## src/rtl/dbt_pkg.sv

```systemverilog
package dbt_pkg;
  localparam int BYTE_W = 8;
  localparam int ADDR_W = 3;
  localparam int CMP_W  = 2 * BYTE_W;
  localparam int N_CH   = 2;

  // Byte map: each channel occupies an even/odd pair starting at A_C0_LO.
  localparam logic [ADDR_W-1:0] A_CTRL  = 3'd0;
  localparam logic [ADDR_W-1:0] A_C0_LO = 3'd2;

  typedef struct packed {
    logic shadow_en;  // bit 1
    logic run;        // bit 0
  } ctrl_t;

  localparam int CTRL_W = $bits(ctrl_t);
endpackage

```

## src/rtl/dbt_bus_decode.sv

```systemverilog
module dbt_bus_decode
  import dbt_pkg::*;
(
  input  logic                         clk,
  input  logic                         rst_n,
  input  logic                         wr_valid,
  input  logic [ADDR_W-1:0]            wr_addr,
  input  logic [BYTE_W-1:0]            wr_data,
  input  logic [ADDR_W-1:0]            rd_addr,
  output ctrl_t                        ctrl,
  output logic [N_CH-1:0]              ld,
  output logic [N_CH-1:0][CMP_W-1:0]   ld_val,
  output logic [BYTE_W-1:0]            rd_data
);

  ctrl_t ctrl_q;

  always_ff @(posedge clk) begin
    if (!rst_n) begin
      ctrl_q <= '0;
    end else if (wr_valid && wr_addr == A_CTRL) begin
      ctrl_q <= ctrl_t'(wr_data[CTRL_W-1:0]);
    end
  end

  assign ctrl = ctrl_q;

  // Per-channel low-byte staging; the high-byte write commits the pair.
  for (genvar ch = 0; ch < N_CH; ch++) begin : g_ch
    localparam logic [ADDR_W-1:0] LO = A_C0_LO + ADDR_W'(2 * ch);
    localparam logic [ADDR_W-1:0] HI = LO + ADDR_W'(1);

    logic [BYTE_W-1:0] lo_q;

    always_ff @(posedge clk) begin
      if (!rst_n) begin
        lo_q <= '0;
      end else if (wr_valid && wr_addr == LO) begin
        lo_q <= wr_data;
      end
    end

    assign ld[ch]     = wr_valid && (wr_addr == HI);
    assign ld_val[ch] = {wr_data, lo_q};
  end

  // Only the control register is visible to reads.
  always_comb begin
    rd_data = '0;
    if (rd_addr == A_CTRL) begin
      rd_data[CTRL_W-1:0] = ctrl_q;
    end
  end

  AST_CTRL_WRITE: assert property (@(posedge clk) disable iff (!rst_n)
    (wr_valid && wr_addr == A_CTRL) |=> (ctrl_q == $past(wr_data[CTRL_W-1:0])))
    else $error("control write not taken");

  AST_RD_BLANK: assert property (@(posedge clk) disable iff (!rst_n)
    (rd_addr != A_CTRL) |-> (rd_data == '0))
    else $error("write-only register leaked on read");

  AST_LD_SINGLE: assert property (@(posedge clk) disable iff (!rst_n)
    $onehot0(ld))
    else $error("more than one channel committed");

endmodule

```

## src/rtl/dbt_counter.sv

```systemverilog
module dbt_counter #(
  parameter int W = 16
) (
  input  logic         clk,
  input  logic         rst_n,
  input  logic         adv,
  input  logic         wrap,
  output logic [W-1:0] cnt
);

  logic [W-1:0] cnt_q;

  always_ff @(posedge clk) begin
    if (!rst_n) begin
      cnt_q <= '0;
    end else if (adv) begin
      cnt_q <= wrap ? '0 : cnt_q + W'(1);
    end
  end

  assign cnt = cnt_q;

  AST_CNT_HOLD: assert property (@(posedge clk) disable iff (!rst_n)
    !adv |=> $stable(cnt_q))
    else $error("counter moved without a tick");

  AST_CNT_STEP: assert property (@(posedge clk) disable iff (!rst_n)
    (adv && !wrap) |=> (cnt_q == $past(cnt_q) + W'(1)))
    else $error("counter did not step by one");

  AST_CNT_WRAP: assert property (@(posedge clk) disable iff (!rst_n)
    (adv && wrap) |=> (cnt_q == '0))
    else $error("counter did not clear at period end");

endmodule

```

## src/rtl/dbt_cmp_chan.sv

```systemverilog
module dbt_cmp_chan #(
  parameter int W      = 16,
  parameter bit SHADOW = 1'b0
) (
  input  logic         clk,
  input  logic         rst_n,
  input  logic [W-1:0] cnt,
  input  logic         adv,
  input  logic         ld,
  input  logic [W-1:0] ld_val,
  input  logic         shadow_en,
  input  logic         xfer,
  output logic         eq,
  output logic         match
);

  logic [W-1:0] cmp_q;
  logic         match_q;

  if (SHADOW) begin : g_shadow
    logic [W-1:0] shd_q;

    always_ff @(posedge clk) begin
      if (!rst_n) begin
        shd_q <= '0;
      end else if (ld) begin
        shd_q <= ld_val;
      end
    end

    // Transfer reads shd_q before any same-cycle write lands in it.
    always_ff @(posedge clk) begin
      if (!rst_n) begin
        cmp_q <= '0;
      end else if (shadow_en) begin
        if (xfer) cmp_q <= shd_q;
      end else if (ld) begin
        cmp_q <= ld_val;
      end
    end

    AST_SHADOW_HOLD: assert property (@(posedge clk) disable iff (!rst_n)
      (shadow_en && !xfer) |=> $stable(cmp_q))
      else $error("compare changed outside a transfer");

    AST_SHADOW_OLD: assert property (@(posedge clk) disable iff (!rst_n)
      (shadow_en && xfer) |=> (cmp_q == $past(shd_q)))
      else $error("transfer did not use the prior shadow value");

    AST_DIRECT_LOAD: assert property (@(posedge clk) disable iff (!rst_n)
      (!shadow_en && ld) |=> (cmp_q == $past(ld_val) && shd_q == $past(ld_val)))
      else $error("direct write did not reach both registers");
  end else begin : g_plain
    logic unused_ctl;
    assign unused_ctl = shadow_en ^ xfer;

    always_ff @(posedge clk) begin
      if (!rst_n) begin
        cmp_q <= '0;
      end else if (ld) begin
        cmp_q <= ld_val;
      end
    end
  end

  assign eq = (cnt == cmp_q);

  always_ff @(posedge clk) begin
    if (!rst_n) begin
      match_q <= 1'b0;
    end else begin
      match_q <= adv && eq;
    end
  end

  assign match = match_q;

  AST_MATCH_ON_TICK: assert property (@(posedge clk) disable iff (!rst_n)
    match_q |-> $past(adv))
    else $error("match pulse without a counting tick");

  AST_MATCH_SEEN: assert property (@(posedge clk) disable iff (!rst_n)
    (adv && eq) |=> match_q)
    else $error("equality on a tick produced no pulse");

endmodule

```

## src/rtl/dbuf_timer_cmp.sv

```systemverilog
module dbuf_timer_cmp
  import dbt_pkg::*;
(
  input  logic              clk,
  input  logic              rst_n,
  input  logic              tick,
  input  logic              wr_valid,
  output logic              wr_ready,
  input  logic [ADDR_W-1:0] wr_addr,
  input  logic [BYTE_W-1:0] wr_data,
  input  logic [ADDR_W-1:0] rd_addr,
  output logic [BYTE_W-1:0] rd_data,
  output logic [CMP_W-1:0]  cnt,
  output logic              match0,
  output logic              match1
);

  ctrl_t                       ctrl;
  logic [N_CH-1:0]             ld;
  logic [N_CH-1:0][CMP_W-1:0]  ld_val;
  logic [N_CH-1:0]             eq;
  logic [N_CH-1:0]             match;
  logic                        adv;
  logic                        xfer;

  assign wr_ready = 1'b1;
  assign adv      = tick && ctrl.run;
  assign xfer     = adv && eq[1];

  dbt_bus_decode u_dec (
    .clk      (clk),
    .rst_n    (rst_n),
    .wr_valid (wr_valid),
    .wr_addr  (wr_addr),
    .wr_data  (wr_data),
    .rd_addr  (rd_addr),
    .ctrl     (ctrl),
    .ld       (ld),
    .ld_val   (ld_val),
    .rd_data  (rd_data)
  );

  dbt_counter #(.W(CMP_W)) u_cnt (
    .clk   (clk),
    .rst_n (rst_n),
    .adv   (adv),
    .wrap  (eq[1]),
    .cnt   (cnt)
  );

  for (genvar ch = 0; ch < N_CH; ch++) begin : g_chan
    dbt_cmp_chan #(.W(CMP_W), .SHADOW(ch == 0)) u_chan (
      .clk       (clk),
      .rst_n     (rst_n),
      .cnt       (cnt),
      .adv       (adv),
      .ld        (ld[ch]),
      .ld_val    (ld_val[ch]),
      .shadow_en (ctrl.shadow_en),
      .xfer      (xfer),
      .eq        (eq[ch]),
      .match     (match[ch])
    );
  end

  assign match0 = match[0];
  assign match1 = match[1];

  AST_RESET_QUIET: assert property (@(posedge clk)
    !rst_n |=> (cnt == '0 && !match0 && !match1))
    else $error("outputs not cleared by reset");

endmodule

```

## config.mk

```make
export PLATFORM = sky130hd
export DESIGN_NAME = dbuf_timer_cmp
export DESIGN_NICKNAME = d
export VERILOG_FILES = /design/src/rtl/dbt_pkg.sv /design/src/rtl/dbt_bus_decode.sv /design/src/rtl/dbt_counter.sv /design/src/rtl/dbt_cmp_chan.sv /design/src/rtl/dbuf_timer_cmp.sv
export SDC_FILE = /design/constraint.sdc
export NUM_CORES = 1
export LEC_CHECK = 0
export ABC_CLOCK_PERIOD_IN_PS = 3500
export BUFFER_PORTS_ARGS = -buffer_cell sky130_fd_sc_hd__buf_4
export CORE_MARGIN = 1.5
export CORE_UTILIZATION = 35
export CTS_CLUSTER_DIAMETER = 120
export CTS_CLUSTER_SIZE = 20
export DETAILED_ROUTE_END_ITERATION = 7
export PLACE_DENSITY = 0.5
export SLEW_MARGIN = 20
export SYNTH_ARGS = -nofsm -noshare
export SYNTH_HDL_FRONTEND = slang
export SYNTH_SLANG_ARGS = --single-unit
```

## constraint.sdc

```tcl
create_clock -name clk -period 3.5 [get_ports clk]
set_input_delay 0.35 -clock clk [delete_from_list [all_inputs] [get_ports clk]]
set_output_delay 0.35 -clock clk [all_outputs]
set_load 0.02 [all_outputs]
```

==> impl_metrics.env, run 1 <==
export IMPL_synth_seq_cells=84
export IMPL_power_leakage_nw=1.77
export IMPL_ctsResizeCount=0
export IMPL_r2r_slack_ps=1100
export IMPL_grt_pass1_vias=3395
export IMPL_core_area_mm2=0.0114
export IMPL_core_rowCount=39
export IMPL_clockBufferDepth=2
export IMPL_synth_async_reset_ratio_pct=0
export IMPL_vias=3453
export IMPL_status="finished, final reports clean"
export IMPL_synth_top_area_share_pct=41.0
export IMPL_initial_core_util_pct=35.9
export IMPL_drive_gt1_share_pct=13.4
export IMPL_avgViaCountPerCell=5.18
export IMPL_dr_first_iter_drc_count=186
export IMPL_postCtsHoldBufs=0
export IMPL_cap_viol_max_count=0
export IMPL_stdcell_area_mm2=0.00468
export IMPL_worstSkewPairLatency_ps=340
export IMPL_tightestPinTransition_ps=985
export IMPL_dpl_cell_area_mm2=0.00439
export IMPL_post_place_ws_ps=1030
export IMPL_setup_violations_final=0
export IMPL_synth_largest_area_cell="dfxtp_1"
export IMPL_timing_final_crit_period_ps=2400
export IMPL_die_x_um=111
export IMPL_die_h_um=111
export IMPL_grt_max_degree=62
export IMPL_register_area_mm2=0.00168
export IMPL_ioPinCount=45
export IMPL_clock_sinks=84
export IMPL_synth_most_common_cell="nand2_1"
export IMPL_finalSetupTns_ps=0
export IMPL_layout_nets=538
export IMPL_grt_first_pass_wirelength_mm=18.5
export IMPL_clock_fmax_mhz=416
export IMPL_numCtsBuffers=9
export IMPL_syn_inst=504
export IMPL_diodes=0
export IMPL_required_ps=3690
export IMPL_cp_start_kind="flip-flop"
export IMPL_synth_avg_cell_area_um2=8.13
export IMPL_arrival_ps=2590
export IMPL_routed_wirelength_mm=11.3
export IMPL_grtUsageTotal_pct=19.2
export IMPL_slew_violations=0
export IMPL_crit_path_end_kind="flip-flop"
export IMPL_globalplace_congestion=0.841
export IMPL_post_cts_setup_buffer_count=0
export IMPL_fill_cells=1209
export IMPL_first_pass_iters=4
export IMPL_synth_cell_types=40
export IMPL_synthFlopType="dfxtp_1"
export IMPL_netlist_top_cells_count="125 x nand2_1, 84 x dfxtp_1, 42 x a21oi_1"
export IMPL_yosys_top_cells_area="dfxtp_1 41%, nand2_1 11%, xor2_1 6.0%"
export IMPL_tritoncts="done"
export IMPL_p_per_area_mw_per_mm2=458
export IMPL_wl_per_cell_um=17.0
export IMPL_skew_ps=5.74
export IMPL_die_area_mm2=0.0124
export IMPL_ir_drop_mv=0.248
export IMPL_rsz0062_at_grt="no"
export IMPL_relSlewSlack_pct=33.8
export IMPL_cts_root_buffer="clkbuf_16"
export IMPL_post_route_period_util_pct=68.6
export IMPL_hp_class="in2reg"
export IMPL_io_buffers=37
export IMPL_htree_levels=3
export IMPL_syn_area_mm2=0.00410
export IMPL_setup_ws_ps=1100
export IMPL_ys_seq_area_share_pct=41.0
export IMPL_hold_violations=0
export IMPL_synth_edf_count=0
export IMPL_overflow=0
export IMPL_antenna_found_initial=0
export IMPL_syn2layout_area_growth_pct=14.2
export IMPL_worst_setup_path_type="reg2reg"
export IMPL_dp_hpwl_mm=7.83
export IMPL_ant_nets=0
export IMPL_cts_clk_slew_worst_paths_ps=60
export IMPL_ys_warn_count=0
export IMPL_cp_max_fo=29
export IMPL_drc=0
export IMPL_multiInputGateArea_mm2=0.00219
## layout by cell type (no fill, tap or decap), types with 2 or more instances in the layout
cell / Yosys / routed
nand2_1: 125 / 125
dfxtp_1: 84 / 84
buf_4: 9 / 44
a21oi_1: 42 / 42
nor2_1: 33 / 33
xor2_1: 28 / 28
mux2i_1: 19 / 19
xnor2_1: 17 / 17
and3_1: 17 / 17
o21ai_0: 16 / 16
o2bb2ai_1: 9 / 9
clkbuf_16: 0 / 9
nand4_1: 8 / 8
a31oi_1: 8 / 8
a211oi_1: 7 / 7
a311oi_2: 7 / 7
conb_1: 2 / 7
nor4_1: 6 / 6
nand3_1: 6 / 6
nor3_1: 5 / 5
nand4b_1: 3 / 3
clkinv_2: 0 / 3
and2_1: 2 / 2
and4_1: 2 / 2
## worst max-delay path, stage by stage, from the launching register on
cell	delay, ps
dfxtp_1	510
xor2_1	110
nor4_1	320
nand4_1	130
buf_4	290
o21ai_1	760
nor2_1	110
## cell families after synthesis
kind of cell,share of synthesized area (%)
multiplexers,4.64
flip-flops,41.0
XOR/XNOR,9.62
adder cells (fa/ha/maj),0.305
AND/OR/NAND/NOR,23.9
AO/OA/AOI/OAI,14.2
other,0.183
buffers and inverters,6.14
## power breakdown
part           switching, W  total, W  internal (W)
clock              0.000380  0.000944      0.000564
sequential        0.0000312   0.00101      0.000978
combinational      0.000117  0.000190     0.0000727
## final timing paths
| kind | from | to | cells after the start |
|---|---|---|---|
| hold reg to reg | u_dec.g_ch[1].lo_q[7] | g_chan[1].u_chan.cmp_q[7] | 2 |
| setup reg to reg | u_cnt.cnt[9] | u_cnt.cnt[12] | 6 |
| hold / removal | wr_data[3] | u_dec.g_ch[1].lo_q[3] | 3 |
| setup / recovery | u_cnt.cnt[9] | u_cnt.cnt[12] | 6 |
## through the flow
step,hold slack [ps],total power (W),cells,utilization [%]
3_5_place_dp,443,0.00122,651,38.4
6_report,296,0.00214,666,41.0
3_3_place_gp,437,0.00122,651,38.4
2_1_floorplan,432,0.00117,509,-
4_1_cts,289,0.00217,666,41.0
5_1_grt,286,0.00224,666,41.0
## sequential cells by signal (all words and copies together) (netlist names)
signal,flops
g_chan.u_chan.cmp_q,32
u_dec.g_ch.lo_q,16
g_chan.u_chan.match,2
u_cnt.cnt,16
u_dec.ctrl,2
g_chan.u_chan.g_shadow.shd_q,16
## cell type report
| class | instances | area share, % |
|---|---|---|
| Timing Repair Buffer | 44 | 7.06 |
| Clock buffer | 10 | 5.11 |
| Clock inverter | 5 | 1.12 |
| Sequential cell | 84 | 35.9 |
| Inverter | 2 | 0.160 |
| Multi-Input combinational cell | 378 | 46.8 |
| Tap cell | 143 | 3.82 |
## layer usage
layer / global-route usage, % / wire length [µm]
met5: 0 / 0
met2: 30.5 / 5310
met1: 25.4 / 5240
met3: 5.52 / 594
met4: 5.57 / 189
Power figures use the tool's default switching activity.
==> inputs of run 2 (changes only) <==
ABC_CLOCK_PERIOD_IN_PS = 2500   (was 3500)
clock period = 2.5 ns   (was 3.5 ns; I/O delays follow)
==> run 2 against run 1 <==
Net effect: first-iteration DRC count rose by 26%; sequential cell count did not move; critical path type unchanged; register-to-register slack worse by 570 ps; utilization increased by 0.83 points; maximum frequency up 22%; critical endpoint is now u_cnt.cnt[4].
==> impl_metrics.env, run 2 (synthesis results as in run 1) <==
export IMPL_slew_violations=0
export IMPL_die_area_mm2=0.0124
export IMPL_p_clk_share_pct=45.0
export IMPL_grtUsageTotal_pct=19.3
export IMPL_path_cells="xor2_1 > nor4_1 > nand4_1 > buf_12 > o21ai_1 > buf_4 > nor2_1"
export IMPL_htree_levels=3
export IMPL_tritoncts="done"
export IMPL_core_rowCount=39
export IMPL_ir_drop_mv=0.385
export IMPL_status="finished, final reports clean"
export IMPL_power_leakage_nw=1.83
export IMPL_rsz0062_at_grt="no"
export IMPL_crit_path_end_kind="flip-flop"
export IMPL_drc=0
export IMPL_skew_ps=7.48
export IMPL_post_cts_setup_buffer_count=0
export IMPL_final_common_cell="nand2_1"
export IMPL_hold_violations=0
export IMPL_required_ps=2740
export IMPL_hp_class="in2reg"
export IMPL_startpoint="u_cnt.cnt[8]"
export IMPL_overflow=0
export IMPL_grt_max_degree=51
export IMPL_cts_clk_slew_worst_paths_ps=60
export IMPL_grt_pass1_vias=3313
export IMPL_cts_root_buffer="clkbuf_16"
export IMPL_grt_first_pass_wirelength_mm=18.5
export IMPL_max_flop_register="g_chan.u_chan.cmp_q"
export IMPL_die_h_um=111
export IMPL_ctsResizeCount=0
export IMPL_antenna_found_initial=0
export IMPL_vias=3551
export IMPL_finalSetupTns_ps=0
export IMPL_io_buffers=37
export IMPL_post_place_ws_ps=552
export IMPL_core_area_mm2=0.0114
export IMPL_p_seq_share_pct=45.8
export IMPL_switching_share_pct=23.9
export IMPL_drive_gt1_share_pct=14.3
export IMPL_wl_per_cell_um=17.0
export IMPL_p_per_area_mw_per_mm2=643
export IMPL_mostFrequentLayoutCells="125 x nand2_1, 84 x dfxtp_1, 51 x buf_4, 42 x a21oi_1, 33 x nor2_1"
export IMPL_switchingPower_w=0.000733
export IMPL_die_x_um=111
export IMPL_timing_final_crit_period_ps=1970
export IMPL_routed_wirelength_mm=11.5
export IMPL_numCtsBuffers=9
export IMPL_postCtsHoldBufs=0
export IMPL_intPower_w=0.00234
export IMPL_r2r_start="u_cnt.cnt[8]"
export IMPL_worst_setup_path_type="reg2reg"
export IMPL_layout_nets=547
export IMPL_pwr_share_comb_pct=9.2
export IMPL_post_route_period_util_pct=78.8
export IMPL_crit_path_top_delay_cell="dfxtp_1"
export IMPL_first_pass_iters=5
export IMPL_avgViaCountPerCell=5.28
export IMPL_clock_sinks=84
export IMPL_setup_violations_final=0
export IMPL_dp_hpwl_mm=7.96
export IMPL_tightestPinTransition_ps=769
export IMPL_cp_start_kind="flip-flop"
export IMPL_worstSkewPairLatency_ps=350
export IMPL_fill_cells=1184
export IMPL_ant_nets=0
export IMPL_cap_viol_max_count=0
export IMPL_initial_core_util_pct=35.9
export IMPL_min_from="wr_data[2]"
export IMPL_clock_fmax_mhz=508
export IMPL_dr_first_iter_drc_count=235
export IMPL_setup_ws_ps=530
export IMPL_relSlewSlack_pct=48.0
export IMPL_diodes=0
export IMPL_slowest_delay_ps=520
export IMPL_clockBufferDepth=2
export IMPL_largest_reg_flops=32
export IMPL_ioPinCount=45
export IMPL_cp_max_fo=29
export IMPL_arrival_ps=2210
export IMPL_globalplace_congestion=0.882
export IMPL_syn2layout_area_growth_pct=16.5
## run 2: cell types whose count changed in the layout (fill, tap and decap cells not counted)
cell,previous run,this run
buf_12,0,2
buf_4,44,51
bufinv_16,1,2
clkbuf_1,0,1
clkbuf_8,1,0
clkinv_2,3,1
clkinvlp_4,1,0
## run 2: layout make-up
cell class / count / area (µm²) / area share [%]
clock buffers: 10 / 229 / 4.80
clock inverters: 3 / 65.1 / 1.36
well taps: 143 / 179 / 3.75
inverters: 2 / 7.51 / 0.157
multi-input cells: 378 / 2190 / 45.9
repair buffers: 53 / 423 / 8.86
flip-flops and latches: 84 / 1680 / 35.2
## run 2: path summary, 6_finish.rpt
check	endpoint	slack, ps	cells past startpoint
setup reg to reg	u_cnt.cnt[4]	530	7
hold / removal	u_dec.g_ch[1].lo_q[2]	200	3
hold reg to reg	g_chan[1].u_chan.cmp_q[2]	450	2
setup / recovery	u_cnt.cnt[4]	530	7
## run 2: power by group through the flow
stage               Clock, W  Sequential (W)  Combinational (W)
global route         0.00147         0.00141           0.000313
CTS                  0.00141         0.00141           0.000284
detailed placement         0         0.00144           0.000283
finish               0.00138         0.00141           0.000282
global placement           0         0.00144           0.000279
floorplan                  0         0.00142           0.000211
## run 2: worst max-delay path: cells and delay by family (launching register included)
family / cells / cell delay [ps]
simple gates: 3 / 640
flops: 1 / 520
buf+inv: 2 / 430
compound gates: 1 / 130
xor+xnor: 1 / 120
## run 2: per-layer routing
layer	track usage (%)	vias to the layer above	wire length [µm]
met3	3.12	16	448
met5	0	-	0
met1	27.5	1704	5670
met2	28.5	87	5110
li1	-	1744	-
met4	8.52	0	251
## run 2: stage by stage
stage / instance area (µm²) / utilization (%) / hold WS, ps / power, W / cells
after CTS: 4770 / 41.8 / 187 / 0.00311 / 673
after detailed placement: 4480 / 39.2 / 444 / 0.00172 / 660
final: 4770 / 41.8 / 198 / 0.00307 / 673
after global placement: 4480 / 39.2 / 438 / 0.00172 / 660
after floorplan: 4120 / - / 386 / 0.00163 / 509
after global routing: 4770 / 41.8 / 198 / 0.00319 / 673
==> inputs of run 3 (changes only) <==
ABC_AREA = 1   (was default)
ABC_CLOCK_PERIOD_IN_PS = 1900   (was 2500)
clock period = 1.9 ns   (was 2.5 ns; I/O delays follow)
==> run 3 against run 2 <==
Net effect: first-iteration DRC count shrank 29%; clock power is 28% higher; cell count is 13% higher; area after synthesis down 1.6%; global-route usage increased by 1.1 points; clock skew hardly changed; sequential power rose by 30%; worst setup slack got worse by 360 ps; wire length shrank 0.51%; critical path depth is 4 higher; maximum frequency increased by 14%; largest power group unchanged.
==> impl_metrics.env, run 3 <==
export IMPL_largest_reg_flops=32
export IMPL_ir_drop_mv=0.732
export IMPL_power_leakage_nw=2.27
export IMPL_clock_fmax_mhz=577
export IMPL_syn_inst=568
export IMPL_tritoncts="done"
export IMPL_p_total_w=0.00393
export IMPL_skew_ps=7.63
export IMPL_drive_gt1_share_pct=19.7
export IMPL_numCtsBuffers=9
export IMPL_p_per_area_mw_per_mm2=814
export IMPL_rr_endpoint="g_chan[0].u_chan.cmp_q[3]"
export IMPL_cp_start_kind="flip-flop"
export IMPL_crit_path_end_kind="flip-flop"
export IMPL_cp_max_fo=16
export IMPL_cts_clk_slew_worst_paths_ps=60
export IMPL_globalplace_congestion=0.891
export IMPL_antenna_found_initial=0
export IMPL_ys_seq_area_share_pct=41.7
export IMPL_arrival_ps=1970
export IMPL_required_ps=2140
export IMPL_core_rowCount=39
export IMPL_first_pass_iters=4
export IMPL_syn_area_mm2=0.00403
export IMPL_ys_warn_count=0
export IMPL_postCtsHoldBufs=0
export IMPL_slew_violations=0
export IMPL_startpoint="u_cnt.cnt[10]"
export IMPL_grt_max_degree=34
export IMPL_mostFrequentLayoutCells="119 x nand2_1, 79 x dfxtp_1, 68 x nor2_1, 61 x buf_4, 58 x o21ai_0"
export IMPL_synth_top_area_share_pct=41.7
export IMPL_diodes=0
export IMPL_overflow=0
export IMPL_grtUsageTotal_pct=20.4
export IMPL_ant_nets=0
export IMPL_crit_path_top_delay_cell="dfxtp_1"
export IMPL_routed_wirelength_mm=11.4
export IMPL_r2r_start="u_cnt.cnt[10]"
export IMPL_endpoint="g_chan[0].u_chan.cmp_q[3]"
export IMPL_io_buffers=37
export IMPL_layout_nets=634
export IMPL_rsz0062_at_grt="no"
export IMPL_syn2layout_area_growth_pct=19.7
export IMPL_core_area_mm2=0.0113
export IMPL_cts_root_buffer="clkbuf_16"
export IMPL_initial_core_util_pct=35.6
export IMPL_clockBufferDepth=2
export IMPL_r2r_slack_ps=170
export IMPL_post_route_period_util_pct=91.2
export IMPL_clock_sinks=84
export IMPL_synth_seq_cells=84
export IMPL_cap_viol_max_count=0
export IMPL_synth_largest_area_cell="dfxtp_1"
export IMPL_timing_final_crit_period_ps=1730
export IMPL_worst_setup_path_type="reg2reg"
export IMPL_yosys_top_cells_area="dfxtp_1 42%, nand2_1 11%, o21ai_0 7.2%"
export IMPL_fill_cells=1202
export IMPL_setup_violations_final=0
export IMPL_status="finished, final reports clean"
export IMPL_ioPinCount=45
export IMPL_synth_most_common_cell="nand2_1"
export IMPL_synth_cell_types=36
export IMPL_hold_violations=0
export IMPL_grt_pass1_vias=3340
export IMPL_synth_async_reset_ratio_pct=0
export IMPL_die_x_um=110
export IMPL_r2r_cells=11
export IMPL_htree_levels=3
export IMPL_synth_edf_count=0
export IMPL_finalSetupTns_ps=0
export IMPL_hp_class="in2reg"
export IMPL_vias=3609
export IMPL_dp_hpwl_mm=8.54
export IMPL_worstSkewPairLatency_ps=350
export IMPL_max_flop_register="g_chan.u_chan.cmp_q"
export IMPL_grt_first_pass_wirelength_mm=18.2
export IMPL_dr_first_iter_drc_count=166
export IMPL_path_cells="inv_2 > nand2_1 > nand2_1 > nor2_1 > nand2_1 > nor2_2 > nand3_2 > nand2_2 > nand2_4 > nor2_1 > nor2_1"
export IMPL_netlist_top_cells_count="119 x nand2_1, 84 x dfxtp_1, 69 x nor2_1"
export IMPL_avgViaCountPerCell=4.73
export IMPL_synth_avg_cell_area_um2=7.10
export IMPL_die_area_mm2=0.0122
export IMPL_wl_per_cell_um=15.0
export IMPL_final_common_cell="nand2_1"
export IMPL_drc=0
export IMPL_hold_path_depth=3
export IMPL_die_h_um=110
export IMPL_synthFlopType="dfxtp_1"
export IMPL_slowest_delay_ps=400
## run 3: cell count changes after synthesis, moves of 15 or more
cell / change
mux2i_1: -19
inv_1: +55
xnor2_1: -17
xor2_1: -15
o21ai_0: +42
nor2_1: +36
and3_1: -17
## run 3: worst min path at each step
stage,endpoint,from,slack (ps)
after global placement,g_chan[0].u_chan.g_shadow.shd_q[15],g_chan[0].u_chan.g_shadow.shd_q[15],440
final,u_dec.g_ch[0].lo_q[7],wr_addr[0],120
after detailed placement,g_chan[0].u_chan.g_shadow.shd_q[15],g_chan[0].u_chan.g_shadow.shd_q[15],450
after global routing,g_chan[1].u_chan.cmp_q[15],wr_data[7],140
after floorplan,g_chan[1].u_chan.cmp_q[15],wr_data[7],320
after CTS,u_dec.g_ch[0].lo_q[7],wr_addr[0],110
## run 3: cell families after synthesis
group,Yosys count,share of synthesized area [%]
and+or+nand+nor,251,28.4
AOI/OAI and AO/OA,121,15.8
buffers and inverters,96,10.8
DFF,84,41.7
xor gates and xnor gates,13,2.82
other,2,0.186
adders and majority gates,1,0.310
## run 3: layout make-up
cell class              count  area, µm²  share of cell area, %
multi-input cells         393       1940                   40.1
flip-flops and latches     84       1700                   35.1
repair buffers             62        478                   9.90
inverters                  65        244                   5.05
clock buffers              11        233                   4.82
well taps                 143        179                   3.71
clock inverters             5       61.3                   1.27
## run 3: report_power, final
group | switching, W | internal, W
Sequential | 0.0000331 | 0.00181
Combinational | 0.000213 | 0.000117
Clock | 0.000732 | 0.00103
Total | 0.000978 | 0.00295
## run 3: repair_timing
action / CTS / global route
setup endpoints to repair: 10 / 16
gates resized for setup: 3 / 6
buffers inserted: 0 / 0
## run 3: worst max-delay path: cells and delay by family (launching register included)
family | cells | cell delay, ps
and+or+nand+nor | 10 | 1170
DFF | 1 | 400
buffers and inverters | 1 | 50
## run 3: per-stage QoR
stage | util [%] | worst slack [ps] | hold slack (ps) | cell area, µm² | std cells
global route | 42.6 | 7.68 | 137 | 4830 | 763
floorplan | - | 226 | 325 | 4050 | 573
global placement | 39.9 | -19.0 | 440 | 4520 | 747
CTS | 42.5 | 104 | 111 | 4810 | 763
finish | 42.6 | 167 | 124 | 4830 | 763
detailed placement | 39.9 | -29.7 | 447 | 4520 | 747
## run 3: routing by layer
layer  GRT usage, %  vias up  wire length [µm]
li1               -     1899                 -
met1           28.2     1611              5530
met2           32.0       92              5250
met3           4.82        7               542
met4           4.95        0                95
met5              0        -                 0
